[config.mk]
export PLATFORM = sky130hd
export DESIGN_NAME = nor_pwr_rst_ctrl
export DESIGN_NICKNAME = d
export VERILOG_FILES = /design/src/rtl/fpc_pkg.sv /design/src/rtl/fpc_sync.sv /design/src/rtl/fpc_rst_unit.sv /design/src/rtl/fpc_addr_watch.sv /design/src/rtl/fpc_power_fsm.sv /design/src/rtl/nor_pwr_rst_ctrl.sv
export SDC_FILE = /design/constraint.sdc
export NUM_CORES = 1
export LEC_CHECK = 0
export BUFFER_PORTS_ARGS = -buffer_cell sky130_fd_sc_hd__buf_2
export CAP_MARGIN = 20
export CORE_MARGIN = 4
export CORE_UTILIZATION = 50
export DETAILED_ROUTE_END_ITERATION = 6
export GPL_TIMING_DRIVEN = 0
export PLACE_DENSITY = 0.75
export SYNTH_ARGS = -nofsm -noshare
export SYNTH_HDL_FRONTEND = slang
export SYNTH_HIERARCHICAL = 1
export SYNTH_SLANG_ARGS = --single-unit
[constraint.sdc]
create_clock -name clk -period 1.85 [get_ports clk]
set_clock_uncertainty 0.1 [all_clocks]
set_input_delay 0.2775 -clock clk [delete_from_list [all_inputs] [get_ports clk]]
set_output_delay 0.2775 -clock clk [all_outputs]
set_load 0.02 [all_outputs]
[src/rtl/fpc_pkg.sv]
`timescale 1ns/1ps
package fpc_pkg;
  localparam int NST     = 4;
  localparam int ST_ACT  = 0;
  localparam int ST_STBY = 1;
  localparam int ST_SLP  = 2;
  localparam int ST_RST  = 3;

  typedef logic [NST-1:0] pstate_t;

  function automatic pstate_t st_vec(input int idx);
    pstate_t v;
    v = '0;
    v[idx] = 1'b1;
    return v;
  endfunction
endpackage

[src/rtl/fpc_sync.sv]
`timescale 1ns/1ps
module fpc_sync #(
  parameter int           N    = 4,
  parameter logic [N-1:0] INIT = '1
) (
  input  logic         clk,
  input  logic         rst_n,
  input  logic [N-1:0] d,
  output logic [N-1:0] q
);
  for (genvar i = 0; i < N; i++) begin : g_bit
    logic stage1, stage2;
    always_ff @(posedge clk or negedge rst_n) begin
      if (!rst_n) begin
        stage1 <= INIT[i];
        stage2 <= INIT[i];
      end else begin
        stage1 <= d[i];
        stage2 <= stage1;
      end
    end
    assign q[i] = stage2;
  end
endmodule

[src/rtl/fpc_rst_unit.sv]
`timescale 1ns/1ps
module fpc_rst_unit #(
  parameter int T_RP    = 4,
  parameter int T_READY = 12
) (
  input  logic clk,
  input  logic rst_n,
  input  logic pin_s,
  input  logic pe_busy,
  output logic in_rst,
  output logic rec_busy
);
  localparam int LW = $clog2(T_RP + 1);
  localparam int RW = $clog2(T_READY + 1);
  localparam logic [LW-1:0] RP_M1  = LW'(T_RP - 1);
  localparam logic [RW-1:0] RDY_M1 = RW'(T_READY - 1);

  logic [LW-1:0] low_cnt;
  logic [RW-1:0] rec_cnt;
  logic          accept;

  assign accept = !pin_s && !in_rst && (low_cnt == RP_M1);

  always_ff @(posedge clk or negedge rst_n) begin
    if (!rst_n) begin
      low_cnt <= '0;
      in_rst  <= 1'b0;
    end else if (pin_s) begin
      low_cnt <= '0;
      in_rst  <= 1'b0;
    end else if (accept) begin
      low_cnt <= '0;
      in_rst  <= 1'b1;
    end else if (!in_rst) begin
      low_cnt <= low_cnt + 1'b1;
    end
  end

  always_ff @(posedge clk or negedge rst_n) begin
    if (!rst_n) begin
      rec_busy <= 1'b0;
      rec_cnt  <= '0;
    end else if (accept) begin
      rec_busy <= pe_busy;
      rec_cnt  <= RDY_M1;
    end else if (rec_busy) begin
      if (rec_cnt == '0) rec_busy <= 1'b0;
      else               rec_cnt  <= rec_cnt - 1'b1;
    end
  end

  // a high pin sample always blocks acceptance in the next cycle
  p_no_glitch_entry_r4: assert property (@(posedge clk) disable iff (!rst_n)
    (!in_rst && pin_s) |=> !in_rst);

  // the recovery window cannot end before its count runs out
  p_rec_hold_r5: assert property (@(posedge clk) disable iff (!rst_n)
    (rec_busy && rec_cnt != '0) |=> rec_busy);
endmodule

[src/rtl/fpc_addr_watch.sv]
`timescale 1ns/1ps
module fpc_addr_watch #(
  parameter int AW        = 20,
  parameter int SLEEP_CYC = 6
) (
  input  logic          clk,
  input  logic          rst_n,
  input  logic [AW-1:0] addr,
  output logic          addr_chg,
  output logic          sleep_hit
);
  localparam int SW = $clog2(SLEEP_CYC + 1);
  localparam logic [SW-1:0] LIM = SW'(SLEEP_CYC);

  logic [AW-1:0] addr_q;
  logic [SW-1:0] stab_cnt;

  assign addr_chg  = (addr != addr_q);
  assign sleep_hit = (stab_cnt == LIM);

  always_ff @(posedge clk or negedge rst_n) begin
    if (!rst_n) begin
      addr_q   <= '0;
      stab_cnt <= '0;
    end else begin
      addr_q <= addr;
      if (addr_chg)             stab_cnt <= '0;
      else if (stab_cnt != LIM) stab_cnt <= stab_cnt + 1'b1;
    end
  end
endmodule

[src/rtl/fpc_power_fsm.sv]
`timescale 1ns/1ps
module fpc_power_fsm
  import fpc_pkg::*;
#(
  parameter int T_RH  = 3,
  parameter int T_CE  = 5,
  parameter int T_ACC = 4
) (
  input  logic    clk,
  input  logic    rst_n,
  input  logic    in_rst,
  input  logic    ce_s,
  input  logic    pe_busy,
  input  logic    addr_chg,
  input  logic    sleep_hit,
  output pstate_t state,
  output logic    rd_ready,
  output logic    wake_done
);
  localparam int ACC_MAX = (T_CE > T_ACC) ? T_CE : T_ACC;
  localparam int CW      = $clog2(ACC_MAX + 1);
  localparam int WW      = $clog2(T_RH + 2);
  localparam logic [CW-1:0] LD_CE  = CW'(T_CE);
  localparam logic [CW-1:0] LD_ACC = CW'(T_ACC);
  localparam logic [WW-1:0] LD_RH  = WW'(T_RH);

  pstate_t       st_d;
  logic [CW-1:0] acc_q, acc_d;
  logic [WW-1:0] wake_q, wake_d;

  always_comb begin
    st_d   = state;
    acc_d  = (acc_q  != '0) ? acc_q  - 1'b1 : acc_q;
    wake_d = (wake_q != '0) ? wake_q - 1'b1 : wake_q;
    if (in_rst) begin
      st_d   = st_vec(ST_RST);
      acc_d  = '0;
      wake_d = '0;
    end else if (state[ST_RST]) begin
      st_d   = st_vec(ST_STBY);
      wake_d = LD_RH;
    end else if (state[ST_STBY]) begin
      if (pe_busy || (!ce_s && wake_q == '0)) begin
        st_d  = st_vec(ST_ACT);
        acc_d = LD_CE;
      end
    end else if (state[ST_ACT]) begin
      if (ce_s && !pe_busy) begin
        st_d = st_vec(ST_STBY);
      end else if (addr_chg) begin
        acc_d = (acc_q > LD_ACC) ? acc_q : LD_ACC;
      end else if (sleep_hit && acc_q == '0 && !pe_busy) begin
        st_d = st_vec(ST_SLP);
      end
    end else if (state[ST_SLP]) begin
      if (ce_s && !pe_busy) begin
        st_d = st_vec(ST_STBY);
      end else if (addr_chg) begin
        st_d  = st_vec(ST_ACT);
        acc_d = LD_ACC;
      end else if (pe_busy) begin
        st_d = st_vec(ST_ACT);
      end
    end else begin
      st_d = st_vec(ST_STBY);
    end
  end

  always_ff @(posedge clk or negedge rst_n) begin
    if (!rst_n) begin
      state  <= st_vec(ST_STBY);
      acc_q  <= '0;
      wake_q <= '0;
    end else begin
      state  <= st_d;
      acc_q  <= acc_d;
      wake_q <= wake_d;
    end
  end

  assign wake_done = (wake_q == '0);
  assign rd_ready  = (state[ST_ACT] | state[ST_SLP]) & (acc_q == '0) & wake_done;

  // exactly one power state at all times
  p_onehot_r11: assert property (@(posedge clk) disable iff (!rst_n)
    $countones(state) == 1);

  // a running operation keeps the device active regardless of chip enable
  p_busy_active_r2: assert property (@(posedge clk) disable iff (!rst_n)
    (state[ST_ACT] && pe_busy && !in_rst) |=> state[ST_ACT]);

  // an address change in sleep restarts an access
  p_sleep_exit_r9: assert property (@(posedge clk) disable iff (!rst_n)
    (state[ST_SLP] && addr_chg && !in_rst && !ce_s) |=> (state[ST_ACT] && !rd_ready));

  // leaving reset always passes through standby first
  p_wake_path_r6: assert property (@(posedge clk) disable iff (!rst_n)
    ($past(state[ST_RST]) && !state[ST_RST]) |-> state[ST_STBY]);
endmodule

[src/rtl/nor_pwr_rst_ctrl.sv]
`timescale 1ns/1ps
module nor_pwr_rst_ctrl
  import fpc_pkg::*;
#(
  parameter int AW       = 20,
  parameter int T_RP     = 4,
  parameter int T_READY  = 12,
  parameter int T_RH     = 3,
  parameter int T_CE     = 5,
  parameter int T_ACC    = 4,
  parameter int T_MARGIN = 2
) (
  input  logic          clk,
  input  logic          rst_n,
  input  logic          ce_n,
  input  logic          oe_n,
  input  logic          we_n,
  input  logic          reset_pin_n,
  input  logic [AW-1:0] addr,
  input  logic          pe_busy,
  output logic          dout_oe,
  output logic          ry_by,
  output logic          rd_ready,
  output logic          wr_en,
  output logic          pe_abort,
  output logic [3:0]    pstate
);
  localparam int SLEEP_CYC = T_ACC + T_MARGIN;
  localparam int NPIN      = 4;

  logic [NPIN-1:0] pins_raw, pins_s;
  logic ce_s, oe_s, we_s, rpin_s;
  logic in_rst, rec_busy, addr_chg, sleep_hit, wake_done;
  pstate_t state;

  assign pins_raw = {reset_pin_n, we_n, oe_n, ce_n};
  assign ce_s   = pins_s[0];
  assign oe_s   = pins_s[1];
  assign we_s   = pins_s[2];
  assign rpin_s = pins_s[3];

  fpc_sync #(.N(NPIN), .INIT({NPIN{1'b1}})) u_sync (
    .clk(clk), .rst_n(rst_n), .d(pins_raw), .q(pins_s)
  );

  fpc_rst_unit #(.T_RP(T_RP), .T_READY(T_READY)) u_rst (
    .clk(clk), .rst_n(rst_n), .pin_s(rpin_s), .pe_busy(pe_busy),
    .in_rst(in_rst), .rec_busy(rec_busy)
  );

  fpc_addr_watch #(.AW(AW), .SLEEP_CYC(SLEEP_CYC)) u_addr (
    .clk(clk), .rst_n(rst_n), .addr(addr),
    .addr_chg(addr_chg), .sleep_hit(sleep_hit)
  );

  fpc_power_fsm #(.T_RH(T_RH), .T_CE(T_CE), .T_ACC(T_ACC)) u_fsm (
    .clk(clk), .rst_n(rst_n), .in_rst(in_rst), .ce_s(ce_s), .pe_busy(pe_busy),
    .addr_chg(addr_chg), .sleep_hit(sleep_hit),
    .state(state), .rd_ready(rd_ready), .wake_done(wake_done)
  );

  assign dout_oe  = (state[ST_ACT] | state[ST_SLP]) & ~oe_s & ~in_rst;
  assign ry_by    = ~(rec_busy | (pe_busy & ~in_rst));
  assign wr_en    = ~ce_s & ~we_s & ~in_rst & ~state[ST_RST] & wake_done;
  assign pe_abort = in_rst;
  assign pstate   = state;

  // an accepted reset silences the outputs and refuses writes
  p_rst_quiet_r3: assert property (@(posedge clk) disable iff (!rst_n)
    in_rst |-> (!dout_oe && !wr_en));

  // standby never drives the data pins
  p_standby_hiz_r1: assert property (@(posedge clk) disable iff (!rst_n)
    state[ST_STBY] |-> !dout_oe);
endmodule

# ---- Yosys cells after proc, flatten, opt, wreduce, memory -nomap -nowiden
# Index checks and enable logic that the tools add are counted.
dict set report word_totals {
  reg_bits 50
  output_inout_bits 9
  elab_cells 114
  inputBits 27
}
dict set report classes {
  reduce_logical 22
  n_eq_ne 10
  muxes 40
  n_addsub 5
  n_lt_le_gt_ge 1
  bitwise_logic 17
}
# cell n
set op_table {}
lappend op_table {{3-bit 2-to-1 mux} 23}
lappend op_table {{4-bit 2-to-1 mux} 12}
lappend op_table {{20-bit != test} 1}
lappend op_table {{6-bit by 4-bit != test with 1-bit output (second input constant)} 2}
lappend op_table {{1-bit AND} 9}
lappend op_table {{3-bit nonzero test} 3}
lappend op_table {{7-bit by 5-bit != test with 1-bit output (second input constant)} 1}
lappend op_table {{3-bit by 1-bit adder with 3-bit output (second input constant)} 2}
lappend op_table {{1-bit logical AND} 6}
lappend op_table {{3-bit zero test} 2}
lappend op_table {{3-bit != test (second input constant)} 2}
lappend op_table {{1-bit NOT} 6}
lappend op_table {{2-bit nonzero test} 3}
lappend op_table {{3-bit by 1-bit subtractor with 3-bit output (second input constant)} 2}
lappend op_table {{1-bit 2-to-1 mux} 5}
lappend op_table {{1-bit zero test} 4}
lappend op_table {{4-bit zero test} 1}
lappend op_table {{4-bit by 3-bit != test with 1-bit output (second input constant)} 1}
lappend op_table {{4-bit by 1-bit subtractor with 4-bit output (second input constant)} 1}
lappend op_table {{3-bit by 2-bit equality test with 1-bit output (second input constant)} 1}
lappend op_table {{3-bit equality test (second input constant)} 1}
lappend op_table {{3-bit greater-than comparator (second input constant)} 1}
lappend op_table {{3-bit AND reduction} 1}
lappend op_table {{2-bit by 1-bit != test with 1-bit output (second input constant)} 1}
lappend op_table {{3 further kinds} 4}

# ---- Depth between registers and ports, before layout
# Gate-level depths: netlist of the first run.
dict set report logic_depth {
  depth_word 10
  mapped_depth 8
  mapped_depth_nobuf 8
}

# ---- By module
# Netlist of the first run, hierarchy kept.
# module cells_per_inst seq_area_each_um2 area_each_um2 instances
set modules_own_cells {}
lappend modules_own_cells {fpc_addr_watch 64 575.6 880.8 1}
lappend modules_own_cells {fpc_power_fsm 75 251.5 668.1 1}
lappend modules_own_cells {fpc_rst_unit 43 225.2 430.4 1}
lappend modules_own_cells {fpc_sync 12 210.2 240.2 1}
lappend modules_own_cells {nor_pwr_rst_ctrl 6 0.0 28.8 1}

# ---- Worst setup path after synthesis of the first run
# Ideal clock, no wire load.
dict set report synth_timing {
  kind {reg-to-reg}
  startpoint {register u_addr.addr_q[13]}
  endpoint {register u_fsm.acc_q[0]}
  setup_ps 65
  arrival_ps 1755
  stages_incl_launch_ff 9
  setup_slack_ps -70
  synth_period_minus_slack_ps 1920
  required_time_ps 1685
  cell_sequence {dfrtp_1 -> xor2_1 -> nor4_1 -> nand3_1 -> or2_1 -> nand2b_4 -> o41ai_1 -> a311oi_1 -> o221a_2}
}
dict set report synth_via {
  elab_chain_cells 8
  word_cells_on_any_way 11
  classes_between {eq/ne: 2; mux: 9}
}
# element line
set synth_lines {}
lappend synth_lines {{start: declaration} fpc_addr_watch.sv:15} ;# logic [AW-1:0] addr_q;
lappend synth_lines {{start signal: assignment} fpc_addr_watch.sv:26} ;# addr_q <= addr;
lappend synth_lines {{20-bit != test (*)} fpc_addr_watch.sv:18} ;# assign addr_chg = (addr != addr_q);
lappend synth_lines {{via addr_chg} nor_pwr_rst_ctrl.sv:33} ;# logic in_rst, rec_busy, addr_chg, sleep_hit, wake_done;
lappend synth_lines {{3-bit 2-to-1 mux} fpc_power_fsm.sv:58} ;# end else if (addr_chg) begin
lappend synth_lines {{3-bit 2-to-1 mux} fpc_power_fsm.sv:56} ;# if (ce_s && !pe_busy) begin
lappend synth_lines {{3-bit 2-to-1 mux} fpc_power_fsm.sv:55} ;# end else if (state[ST_SLP]) begin
lappend synth_lines {{3-bit 2-to-1 mux} fpc_power_fsm.sv:47} ;# end else if (state[ST_ACT]) begin
lappend synth_lines {{3-bit 2-to-1 mux} fpc_power_fsm.sv:42} ;# end else if (state[ST_STBY]) begin
lappend synth_lines {{3-bit 2-to-1 mux} fpc_power_fsm.sv:39} ;# end else if (state[ST_RST]) begin
lappend synth_lines {{3-bit 2-to-1 mux} fpc_power_fsm.sv:35} ;# if (in_rst) begin
lappend synth_lines {{end signal: assignment} fpc_power_fsm.sv:72} ;# acc_q <= '0;
lappend synth_lines {{end signal: assignment} fpc_power_fsm.sv:76} ;# acc_q <= acc_d;
lappend synth_lines {{end: declaration} fpc_power_fsm.sv:28} ;# logic [CW-1:0] acc_q, acc_d;
# Mark *: on every way through the listed nets, which the timed path passes. The rest lies on a longest branch.
# A chain may end at the register's enable or synchronous reset.

# ---- Worst setup path in the final report of the first run
dict set report layout_timing {
  startpoint {register u_addr.addr_q[4]}
  endpoint {register u_fsm.state[2]}
}
dict set report layout_via {
  elab_chain_cells 8
  word_cells_on_any_way 10
  classes_between {eq/ne: 2; mux: 7; reduce/logical: 1}
}
# element line
set layout_lines {}
lappend layout_lines {{20-bit != test (*)} fpc_addr_watch.sv:18}
lappend layout_lines {{via addr_chg} nor_pwr_rst_ctrl.sv:33}
lappend layout_lines {{4-bit 2-to-1 mux} fpc_power_fsm.sv:58}
lappend layout_lines {{4-bit 2-to-1 mux} fpc_power_fsm.sv:56}
lappend layout_lines {{4-bit 2-to-1 mux} fpc_power_fsm.sv:55}
lappend layout_lines {{4-bit 2-to-1 mux} fpc_power_fsm.sv:47}
lappend layout_lines {{4-bit 2-to-1 mux} fpc_power_fsm.sv:42}
lappend layout_lines {{4-bit 2-to-1 mux} fpc_power_fsm.sv:39}
lappend layout_lines {{4-bit 2-to-1 mux} fpc_power_fsm.sv:35}
lappend layout_lines {{end signal: assignment} fpc_power_fsm.sv:71} ;# state <= st_vec(ST_STBY);
lappend layout_lines {{end signal: assignment} fpc_power_fsm.sv:75} ;# state <= st_d;
lappend layout_lines {{end: declaration} fpc_power_fsm.sv:16} ;# output pstate_t state,
# Marked as above.

==> summary.md, run 1 <==
| Metric | Value |
|---|---|
| Max-capacitance violation count | 0 |
| TritonRoute pass-1 iters | 4 |
| Clock buffer count from CTS | 5 |
| Final worst setup slack | -0.205 ns |
| DRC viols | 0 |
| Number of setup violations in the final report | 6 |
| Worst Setup Slack post-DPL | -0.313 ns |
| Antenna Cells | 0 |
| Comb power frac | between 30% and 40% |
| Clock-pin transition on the worst setup and hold timing paths | roughly 0.09 ns |
| CP Max Fanout | 2 |
| Required time worst endpoint | between 1.5 and 2 ns |
| Clock Tree Buf Depth | 2 |
| Fillcell total | roughly 330 |
| Global-route wire length before repair | 7510 um |
| Vias in the first global route | around 1,700 |
| Crit path DAT | ~2.2 ns |
| Die Wd | roughly 75 um |
| Total power | roughly 3500 uW |
| Cell with the most instances after synthesis | dfrtp_1 |
| Overflow after GRT | 0 |
| Row count | 24 |
| Routed vias/inst | about 5.2 |
| Commonest cells in the netlist | 41 x dfrtp_1, 21 x xor2_1, 17 x inv_1 |
| Post-route insts no fill | between 300 and 400 |
| Mapped Area | about 0.0022 mm2 |
| Initial antenna violation count | 0 |
| Starting Density | 51.6% |
| Slew HR | between 60% and 70% |
| Largest area contributor in the netlist | dfrtp_1 |
| Leak | about 0.0013 uW |
| Slowest CP cell | dfrtp_1 |
| Ys flop type | dfrtp_1 |
| CP max stage delay | approximately 0.38 ns |
| RSZ-0062 raised after global routing | true |
| Final worst-path cycle share | 111% |
| CP Capture Type | flip-flop |
| Iteration-0 DRC Markers | 111 |
| Layout overhead on the synthesized area | 32.6% |
| Post-Route WL | around 4500 um |
| Switch share | approximately 34% |
| Final min period | 2.06 ns |
| VDD IR max | 0.825 mV |
| Total track usage | between 10% and 20% |
| Slew @ Worst Pin | around 0.45 ns |
| Number of synthesized flops with an enable pin | 0 |
| Final hold vios | 0 |
| Nets | 310 |
| Startpoint types | flip-flop |
| PortBufs | 35 |
| Layout cells sized above 1 | 31.2% |
| CTS sink count | 50 |
| Cell count after placement | ~290 |
| Die H | approximately 75 um |
| Largest net degree at the start of global routing | between 50 and 60 |
| Sequential share of power | about two fifths |
| Status | finished with violations |
| Vias | 1,700 |
| Routed len/inst | roughly 14 um |
| Seq. cell area | 0.00126 mm2 |
| CTS tree | built |
| Clk root buf | clkbuf_8 |
| Synthesized instance count | 200 |
| CTS H-tree depth | 2 |
| Number of synthesized register bits | 50 |
| PwrDens | ~1200 mW/mm2 |
| Post-DP HPWL | between 2000 and 3000 um |
| Area contributors post-synth | dfrtp_1 46%, dfstp_2 11%, xor2_1 8.2% |
| Multi-input gate area | roughly 940 um2 |
| Failing checks | negative setup slack |
| Post-synthesis cell type count | 45 |
| Die area | ~0.0056 mm2 |
| DP Area | 0.00249 mm2 |
| Yosys warnings | 6 |
| Sw Pwr | around 1200 uW |
| Clk Latency, worst-skew pair | ~0.3 ns |
| RD Place Congestion | ~0.82 |
| HP Class | in -> reg |
| CP Class | reg -> reg |
| Core ar. | about 0.0044 mm2 |
| Ys async rst share | 100% |
| Avg Cell Area, Syn | around 11 um2 |
| Finished Cell Area | between 0.002 and 0.003 mm2 |
| I/O pin cnt | 36 |
| Cell internal pwr | approximately 2300 uW |
| Max Freq | about 490 MHz |
| Cell Chain, Critical Path | xor2_1 -> nor4_1 -> nand2_1 -> or2_4 -> buf_4 -> a21oi_2 -> o211ai_1 -> nor3_1 |
| Clock power share | 21.8% |
| Net count after synthesis | between 200 and 250 |
| Post-route ant nets | 0 |
| Fraction of the yosys area taken by sequential cells | a little under three fifths |
| Post-synth top area share | 45.6% |
| Pins over their slew limit | 0 |
==> flip-flops by register name (all words and copies together), names as in the netlist <==
register             cells
u_addr/addr_q           20
u_fsm/state              4
u_rst/rec_cnt            4
u_sync/g_bit.stage1      4
u_sync/g_bit.stage2      4
u_addr/stab_cnt          3
u_fsm/acc_q              3
u_fsm/wake_q             3
u_rst/low_cnt            3
u_rst/in_rst             1
u_rst/rec_busy           1
==> power by group through the flow <==
stage               clock, uW  combinational, uW  sequential [uW]
finish                    761               1280             1450
global route              837               1440             1470
CTS                       781               1220             1440
detailed placement          0               1060             1470
global placement            0               1020             1450
floorplan                   0                781             1460
==> cells in the final DEF (no fill, tap or decap), types with 5 or more instances in the layout <==
cell | Yosys | layout
xor2_1 | 21 | 21
nor3_1 | 10 | 10
dfstp_2 | 9 | 9
nand2_1 | 10 | 10
ha_1 | 8 | 5
dfrtp_1 | 41 | 40
nand3_1 | 5 | 5
buf_4 | 4 | 13
a21oi_1 | 12 | 11
nor2_1 | 11 | 10
inv_1 | 17 | 15
clkbuf_8 | 0 | 5
dlygate4sd3_1 | 0 | 24
buf_2 | 1 | 35
o21ai_0 | 6 | 6
==> timing repair <==
item                                    4_1_cts  5_1_grt
hold buffers                                 17        7
resized for setup                            10        5
setup buffers                                 8        0
endpoints found under the setup margin        7       10
endpoints found under the hold margin        17       13
pin swaps                                    12        4
==> metrics by stage <==
| stage | utilization, % | hold WS [ns] | setup TNS, ns |
|---|---|---|---|
| 3_3_place_gp | 57.2 | 0.245 | -0.766 |
| 3_5_place_dp | 57.2 | 0.247 | -0.927 |
| 6_report | 68.4 | 0.0158 | -0.798 |
| 4_1_cts | 65.9 | 0.0000350 | -0.649 |
| 5_1_grt | 68.4 | 0.000714 | -1.44 |
| 2_1_floorplan | - | -0.118 | -0.0330 |
==> area by class of cell <==
type	count	area share, %
flip-flops and latches	50	42.4
inverters	17	2.14
clock inverters	3	1.51
multi-input cells	127	31.4
clock buffers	5	2.31
well taps	52	2.18
repair buffers	68	16.7
plain buffers	6	1.30
==> cells by family (layout without fill, tap and decap cells) <==
| family | Yosys count | in the layout | synth area share, % |
|---|---|---|---|
| adders and majority gates | 8 | 8 | 4.45 |
| DFF | 50 | 50 | 56.1 |
| buffers and inverters | 23 | 99 | 4.56 |
| muxes | 2 | 2 | 0.890 |
| xor gates and xnor gates | 22 | 22 | 8.57 |
| and+or+nand+nor | 62 | 62 | 16.0 |
| AOI/OAI and AO/OA | 33 | 33 | 9.40 |
==> final timing paths <==
check	from	endpoint	slack, ns	depth (start not counted)
setup / recovery	u_addr/addr_q[4]	u_fsm/state[2]	-0.21	8
hold / removal	addr[2]	u_addr/addr_q[2]	0.02	1
setup reg to reg	u_addr/addr_q[4]	u_fsm/state[2]	-0.21	8
hold reg to reg	u_sync/g_bit[0].stage1	u_sync/g_bit[0].stage2	0.26	0
max in group asynchronous	rst_n	u_sync/g_bit[2].stage1	0.87	3
min in group asynchronous	rst_n	u_fsm/state[3]	0.24	2
==> critical path, delay by kind of cell (launching register included) <==
| kind | cells | cell delay, ns |
|---|---|---|
| buffers and inverters | 1 | 0.15 |
| and+or+nand+nor | 4 | 0.93 |
| DFF | 1 | 0.38 |
| AOI/OAI and AO/OA | 2 | 0.23 |
| xor gates and xnor gates | 1 | 0.16 |
==> metal layers <==
metal,up-vias,part of all wire [%],track usage [%]
met5,-,0,0
met2,39,52,29.8
met3,6,4.7,5.47
met1,817,42,21.9
met4,0,1.3,5.73
li1,838,-,-
No activity file was read; power rests on OpenSTA's default activity.
==> run 2, diff against run 1 <==
CORE_UTILIZATION = 55   (was 50)
PLACE_DENSITY = 0.78   (was 0.75)
SKIP_CTS_REPAIR_TIMING = 1   (was default)
clock period = 2.1 ns   (was 1.85 ns; I/O delays follow)
==> run 2 against run 1 <==
The flow still finishes with violations (negative setup slack). Combinational power shrank 20%. Register-to-register slack better by 0.19 ns. Clock power down 10%. Count of clock-buffer cells in the layout is 2 higher. Cell count shrank 8.5%. Utilization grew 3.9 points. First-iteration DRC count decreased by 9.0%. Design area fell by 7.8%. Critical endpoint is now u_fsm/acc_q[0].
==> summary.md, run 2 (synthesis results as in run 1) <==
| Metric | Value |
|---|---|
| PortBufs | 35 (unchanged) |
| Largest net degree at the start of global routing | 51 (unchanged) |
| Vias in the first global route | 1,563 (was 1,690) |
| Clock-pin transition on the worst setup and hold timing paths | 0.09 ns (about the same) |
| Total track usage | 16.7% (was 17.8%) |
| RD Place Congestion | 0.854 (was 0.816) |
| Clk Latency, worst-skew pair | 0.30 ns (about the same) |
| Routed vias/inst | 5.35 (was 5.18) |
| Required time worst endpoint | 2.25 ns (was 1.96 ns) |
| Most flops, register | u_addr/addr_q (unchanged) |
| Post-DP HPWL | 2830 um (was 2860 um) |
| Max Freq | 473 MHz (was 487 MHz) |
| I/O pin cnt | 36 (unchanged) |
| Die area | 0.00517 mm2 (was 0.00563 mm2) |
| Layout overhead on the synthesized area | 22.2% (was 32.6%) |
| Startpoint types | flip-flop (unchanged) |
| Layout cells sized above 1 | 29.8% (was 31.2%) |
| Global-route wire length before repair | 6870 um (was 7510 um) |
| Clock Tree Buf Depth | 2 (unchanged) |
| CP Capture Type | flip-flop (unchanged) |
| Commonest non-fill, non-tap cell in the layout | dfrtp_1 (unchanged) |
| Starting Density | 59.2% (was 51.6%) |
| HP Class | in -> reg (unchanged) |
| Fillcell total | 292 (was 329) |
| Clock buffer count from CTS | 5 (unchanged) |
| CP Max Fanout | 3 (was 2) |
| Worst Setup EP | u_fsm/acc_q[0] (was u_fsm/state[2]) |
| WHS | 0.0184 ns (was 0.0158 ns) |
| PwrDens | 1090 mW/mm2 (was 1170 mW/mm2) |
| Post-route ant nets | 0 (unchanged) |
| Die Wd | 71.9 um (was 75.1 um) |
| Post-route insts no fill | 300 (was 328) |
| Antenna Cells | 0 (unchanged) |
| Leak | 0.00126 uW (was 0.00134 uW) |
| Slew HR | 39.3% (was 69.9%) |
| CTS tree | built (unchanged) |
| Crit path DAT | 2.26 ns (was 2.16 ns) |
| Overflow after GRT | 0 (unchanged) |
| Final hold vios | 0 (unchanged) |
| CTS sink count | 50 (unchanged) |
| CP Class | reg -> reg (unchanged) |
| Row count | 22 (was 24) |
| TritonRoute pass-1 iters | 4 (unchanged) |
| Worst setup path startpoint | u_addr/addr_q[13] (was u_addr/addr_q[4]) |
| Iteration-0 DRC Markers | 101 (was 111) |
| Final worst-path cycle share | 101% (was 111%) |
| RSZ-0062 raised after global routing | true (unchanged) |
| Worst R2R End | u_fsm/acc_q[0] (was u_fsm/state[2]) |
| DRC viols | 0 (unchanged) |
| Number of setup violations in the final report | 1 (was 6) |
| FF-to-FF path depth | 8 (unchanged) |
| VDD IR max | 0.585 mV (was 0.825 mV) |
| Reg2Reg Setup Slack | -0.02 ns (was -0.21 ns) |
| Vias | 1,604 (was 1,700) |
| Post-Route WL | 4050 um (was 4520 um) |
| Nets | 286 (was 310) |
| Failing checks | negative setup slack (unchanged) |
| Pins over their slew limit | 0 (unchanged) |
| Largest register FFs | 20 (unchanged) |
| Initial antenna violation count | 0 (unchanged) |
| Fin Setup TNS | -0.0151 ns (was -0.798 ns) |
| Clk root buf | clkbuf_8 (unchanged) |
| Cell count after placement | 283 (was 287) |
| CTS H-tree depth | 2 (unchanged) |
| RR Startpoint | u_addr/addr_q[13] (was u_addr/addr_q[4]) |
| Status | finished with violations (unchanged) |
| Commonest cells after routing, fill and taps aside | 41 x dfrtp_1, 36 x buf_2, 21 x xor2_1 (was 40 x dfrtp_1, 35 x buf_2, 24 x dlygate4sd3_1) |
| Max-capacitance violation count | 0 (unchanged) |
| Final worst setup slack | -0.0151 ns (was -0.205 ns) |
| Die H | 71.9 um (was 75.1 um) |
| Routed len/inst | 13.5 um (was 13.8 um) |
| Core ar. | 0.00380 mm2 (was 0.00435 mm2) |
| Slew @ Worst Pin | 0.898 ns (was 0.451 ns) |
| Final min period | 2.12 ns (was 2.06 ns) |
[run 2: metrics by stage]
step / instance area, um2 / util [%] / power (uW) / worst slack (ns)
6_report: 2750 / 72.3 / 2980 / -0.0151
5_1_grt: 2750 / 72.3 / 3220 / -0.146
4_1_cts: 2600 / 68.4 / 2920 / -0.132
3_5_place_dp: 2480 / 65.4 / 2210 / -0.152
3_3_place_gp: 2480 / 65.4 / 2180 / -0.114
2_1_floorplan: 2250 / - / 1970 / 0.180
[run 2: layout make-up]
type | instances | area (um2) | area share, %
sequential | 50 | 1260 | 45.9
multi-input combinational | 127 | 941 | 34.2
timing repair buffer | 44 | 265 | 9.65
clock buffer | 7 | 86.3 | 3.14
inverter | 17 | 63.8 | 2.32
tap | 48 | 60.1 | 2.19
buffer | 6 | 38.8 | 1.41
clock inverter | 1 | 30.0 | 1.09
[run 2: power by group]
part	leakage, uW	switching (uW)	internal (uW)	total, uW
Clock	0.0000585	293	388	682
Sequential	0.000594	131	1140	1270
Combinational	0.000604	552	478	1030
[run 2: metal layers]
metal	up-vias	GRT usage [%]	share of wire, %
met2	39	26.7	50
met3	2	4.85	5.5
li1	793	-	-
met4	0	5.01	0.27
met5	-	0	0
met1	770	22.0	44
[run 2: how the worst min path moves through the flow]
stage / slack (ns) / cells past startpoint / from / end
after global placement: 0.25 / 0 / u_sync/g_bit[3].stage1 / u_sync/g_bit[3].stage2
after global routing: 0.0004 / 1 / oe_n / u_sync/g_bit[1].stage1
after floorplan: -0.08 / 0 / rst_n / u_addr/addr_q[0]
after detailed placement: 0.25 / 0 / u_sync/g_bit[3].stage1 / u_sync/g_bit[3].stage2
after CTS: 0.0004 / 1 / ce_n / u_sync/g_bit[0].stage1
final: 0.02 / 1 / oe_n / u_sync/g_bit[1].stage1
[run 2: critical path: stages, from the launching register on]
cell,delay [ns]
dfrtp_1,0.38
xor2_1,0.16
nor4_1,0.37
nand3_2,0.17
or2_4,0.29
nand2b_4,0.08
o41ai_4,0.06
a311oi_2,0.25
o221a_2,0.22
==> run 3, diff against run 2 <==
ABC_AREA = 1   (was default)
CORE_UTILIZATION = 56   (was 55)
==> run 3 against run 2 <==
Critical path type is now reg -> out. Register-to-register slack improved by 0.39 ns. Critical endpoint is now rd_ready. Power is 4.3% higher. The flow now finishes without violations. Cell count is 28% higher. Highest routed layer unchanged.
==> summary.md, run 3 <==
| Metric | Value |
|---|---|
| Ys flop type | dfrtp_1 (unchanged) |
| VDD IR max | 0.491 mV (was 0.585 mV) |
| Mapped Area | 0.00245 mm2 (was 0.00225 mm2) |
| Yosys warnings | 6 (unchanged) |
| HP Class | in -> reg (unchanged) |
| Clock power share | 25.4% (was 22.8%) |
| CTS H-tree depth | 2 (unchanged) |
| Multi-input gate area | 976 um2 (was 941 um2) |
| Post-synthesis cell type count | 28 (was 45) |
| TritonRoute pass-1 iters | 4 (unchanged) |
| Slew HR | 69.0% (was 39.3%) |
| PortBufs | 35 (unchanged) |
| Seq. cell area | 0.00126 mm2 (unchanged) |
| Row count | 23 (was 22) |
| Fraction of the yosys area taken by sequential cells | 51.6% (was 56.1%) |
| Clk Latency, worst-skew pair | 0.29 ns (was 0.30 ns) |
| Switch share | 34.2% (was 32.7%) |
| Max Freq | 510 MHz (was 473 MHz) |
| Clock Tree Buf Depth | 2 (unchanged) |
| PwrDens | 1070 mW/mm2 (was 1090 mW/mm2) |
| DRC viols | 0 (unchanged) |
| Startpoint types | flip-flop (unchanged) |
| Pins over their slew limit | 0 (unchanged) |
| Comb power frac | 33.9% (was 34.5%) |
| Nets | 368 (was 286) |
| CTS sink count | 50 (unchanged) |
| WHS | 0.0455 ns (was 0.0184 ns) |
| Commonest cells in the netlist | 80 x nand2_1, 47 x inv_1, 41 x dfrtp_1 (was 41 x dfrtp_1, 21 x xor2_1, 17 x inv_1) |
| Fillcell total | 330 (was 292) |
| Number of synthesized register bits | 50 (unchanged) |
| Most flops, register | u_addr/addr_q (unchanged) |
| Starting Density | 59.5% (was 59.2%) |
| Largest net degree at the start of global routing | 51 (unchanged) |
| Worst setup path startpoint | u_fsm/wake_q[0] (was u_addr/addr_q[13]) |
| Required time worst endpoint | 1.68 ns (was 2.25 ns) |
| Vias | 1,817 (was 1,604) |
| Area contributors post-synth | dfrtp_1 42%, nand2_1 12%, dfstp_2 9.7% (was dfrtp_1 46%, dfstp_2 11%, xor2_1 8.2%) |
| Post-DP HPWL | 3120 um (was 2830 um) |
| Ys async rst share | 100% (unchanged) |
| Worst Hold Launch | addr[5] (was oe_n) |
| Cell internal pwr | 2050 uW (was 2010 uW) |
| Overflow after GRT | 0 (unchanged) |
| Initial antenna violation count | 0 (unchanged) |
| Max-capacitance violation count | 0 (unchanged) |
| CP Max Fanout | 7 (was 3) |
| Final Util | 70.8% (was 72.3%) |
| Post-Route WL | 4130 um (was 4050 um) |
| Total power | 3110 uW (was 2980 uW) |
| CP Capture Type | primary output (was flip-flop) |
| Layout cells sized above 1 | 26.0% (was 29.8%) |
| Slew @ Worst Pin | 0.465 ns (was 0.898 ns) |
| Cell count after placement | 370 (was 283) |
| RSZ-0062 raised after global routing | false (was true) |
| Number of synthesized flops with an enable pin | 0 (unchanged) |
| Net count after synthesis | 320 (was 235) |
| Clk root buf | clkbuf_8 (unchanged) |
| CP Class | reg -> out (was reg -> reg) |
| Routed len/inst | 10.8 um (was 13.5 um) |
| CTS tree | built (unchanged) |
| RD Place Congestion | 0.823 (was 0.854) |
| Sequential share of power | 40.7% (was 42.6%) |
| RR Startpoint | u_addr/addr_q[13] (unchanged) |
| Post-synth top area share | 41.9% (was 45.6%) |
| Clock buffer count from CTS | 5 (unchanged) |
| Final hold vios | 0 (unchanged) |
| DP Area | 0.00269 mm2 (was 0.00248 mm2) |
| Commonest cells after routing, fill and taps aside | 80 x nand2_1, 47 x inv_1, 41 x dfrtp_1 (was 41 x dfrtp_1, 36 x buf_2, 21 x xor2_1) |
| Core ar. | 0.00412 mm2 (was 0.00380 mm2) |
| Post-route insts no fill | 384 (was 300) |
| Cell with the most instances after synthesis | nand2_1 (was dfrtp_1) |
| Final worst-path cycle share | 93.4% (was 101%) |
| Layout overhead on the synthesized area | 19.1% (was 22.2%) |
| Final min period | 1.96 ns (was 2.12 ns) |
| Crit path DAT | 1.55 ns (was 2.26 ns) |
| Number of setup violations in the final report | 0 (was 1) |
| Finished Cell Area | 0.00292 mm2 (was 0.00275 mm2) |
| Global-route wire length before repair | 7000 um (was 6870 um) |
| Antenna Cells | 0 (unchanged) |
| Status | complete, no violations (was finished with violations) |
| Commonest non-fill, non-tap cell in the layout | nand2_1 (was dfrtp_1) |
| Die H | 74.1 um (was 71.9 um) |
| Leak | 0.00156 uW (was 0.00126 uW) |
| Die area | 0.00549 mm2 (was 0.00517 mm2) |
| Sw Pwr | 1060 uW (was 976 uW) |
| Clock-pin transition on the worst setup and hold timing paths | 0.09 ns (about the same) |
| Die Wd | 74.1 um (was 71.9 um) |
| Total track usage | 16.8% (was 16.7%) |
| Iteration-0 DRC Markers | 83 (was 101) |
| Largest area contributor in the netlist | dfrtp_1 (unchanged) |
| Routed vias/inst | 4.73 (was 5.35) |
| Largest register FFs | 20 (unchanged) |
| Synthesized instance count | 285 (was 200) |
| Vias in the first global route | 1,692 (was 1,563) |
| Avg Cell Area, Syn | 8.59 um2 (was 11.2 um2) |
| Post-route ant nets | 0 (unchanged) |
| I/O pin cnt | 36 (unchanged) |
==> run 3: cell types whose count changed after synthesis, sizes merged, moves of 4 or more <==
cell / before / now
nor2: 11 / 21
o21ai: 7 / 11
xor2: 21 / 2
xnor2: 1 / 11
nor4: 6 / 0
nand3: 5 / 13
inv: 17 / 53
nand2: 10 / 88
nor3: 10 / 4
==> run 3: layout make-up <==
type / count / share of cell area (%)
inverters: 53 / 6.82
well taps: 50 / 2.15
clock inverters: 3 / 2.36
plain buffers: 4 / 1.03
multi-input cells: 178 / 33.5
clock buffers: 5 / 2.36
repair buffers: 41 / 8.50
flip-flops and latches: 50 / 43.3
==> run 3: cells by family after synthesis <==
group	Yosys count	synth area share, %
and+or+nand+nor	130	24.0
AOI/OAI and AO/OA	27	6.34
buffers and inverters	57	9.36
xor gates and xnor gates	13	4.65
DFF	50	51.6
adders and majority gates	8	4.09
==> run 3: metrics by stage <==
step	worst slack (ns)	setup TNS, ns
after global placement	0.328	0
after CTS	-0.0602	-0.0602
after detailed placement	0.284	0
after floorplan	0.286	0
final	0.139	0
after global routing	0.0123	0
==> run 3: power by group through the flow <==
stage	Clock [uW]	Combinational [uW]	Sequential [uW]
final	792	1050	1270
after CTS	812	1020	1270
after global placement	0	971	1280
after detailed placement	0	1010	1280
after global routing	857	1200	1290
after floorplan	0	764	1280
==> run 3: metal layers <==
layer	global-route usage, %	part of all wire [%]
met5	0	0
met4	4.83	0.58
met3	4.19	5.0
met2	29.8	50
met1	20.1	44
==> run 3: worst max-delay path: stages (launching register included) <==
cell     delay [ns]
dfrtp_1        0.39
inv_1          0.09
ha_2           0.20
ha_4           0.17
inv_1          0.08
nor3_2         0.17
buf_4          0.16
==> run 3: worst paths after layout <==
kind | to | slack (ns) | cells after the start
hold / removal | u_addr/addr_q[5] | 0.05 | 1
max in group asynchronous | u_sync/g_bit[0].stage2 | 1.02 | 3
setup / recovery | rd_ready | 0.14 | 6
hold reg to reg | u_sync/g_bit[3].stage2 | 0.26 | 0
setup reg to reg | u_fsm/acc_q[1] | 0.37 | 12
min in group asynchronous | u_fsm/state[0] | 0.33 | 2
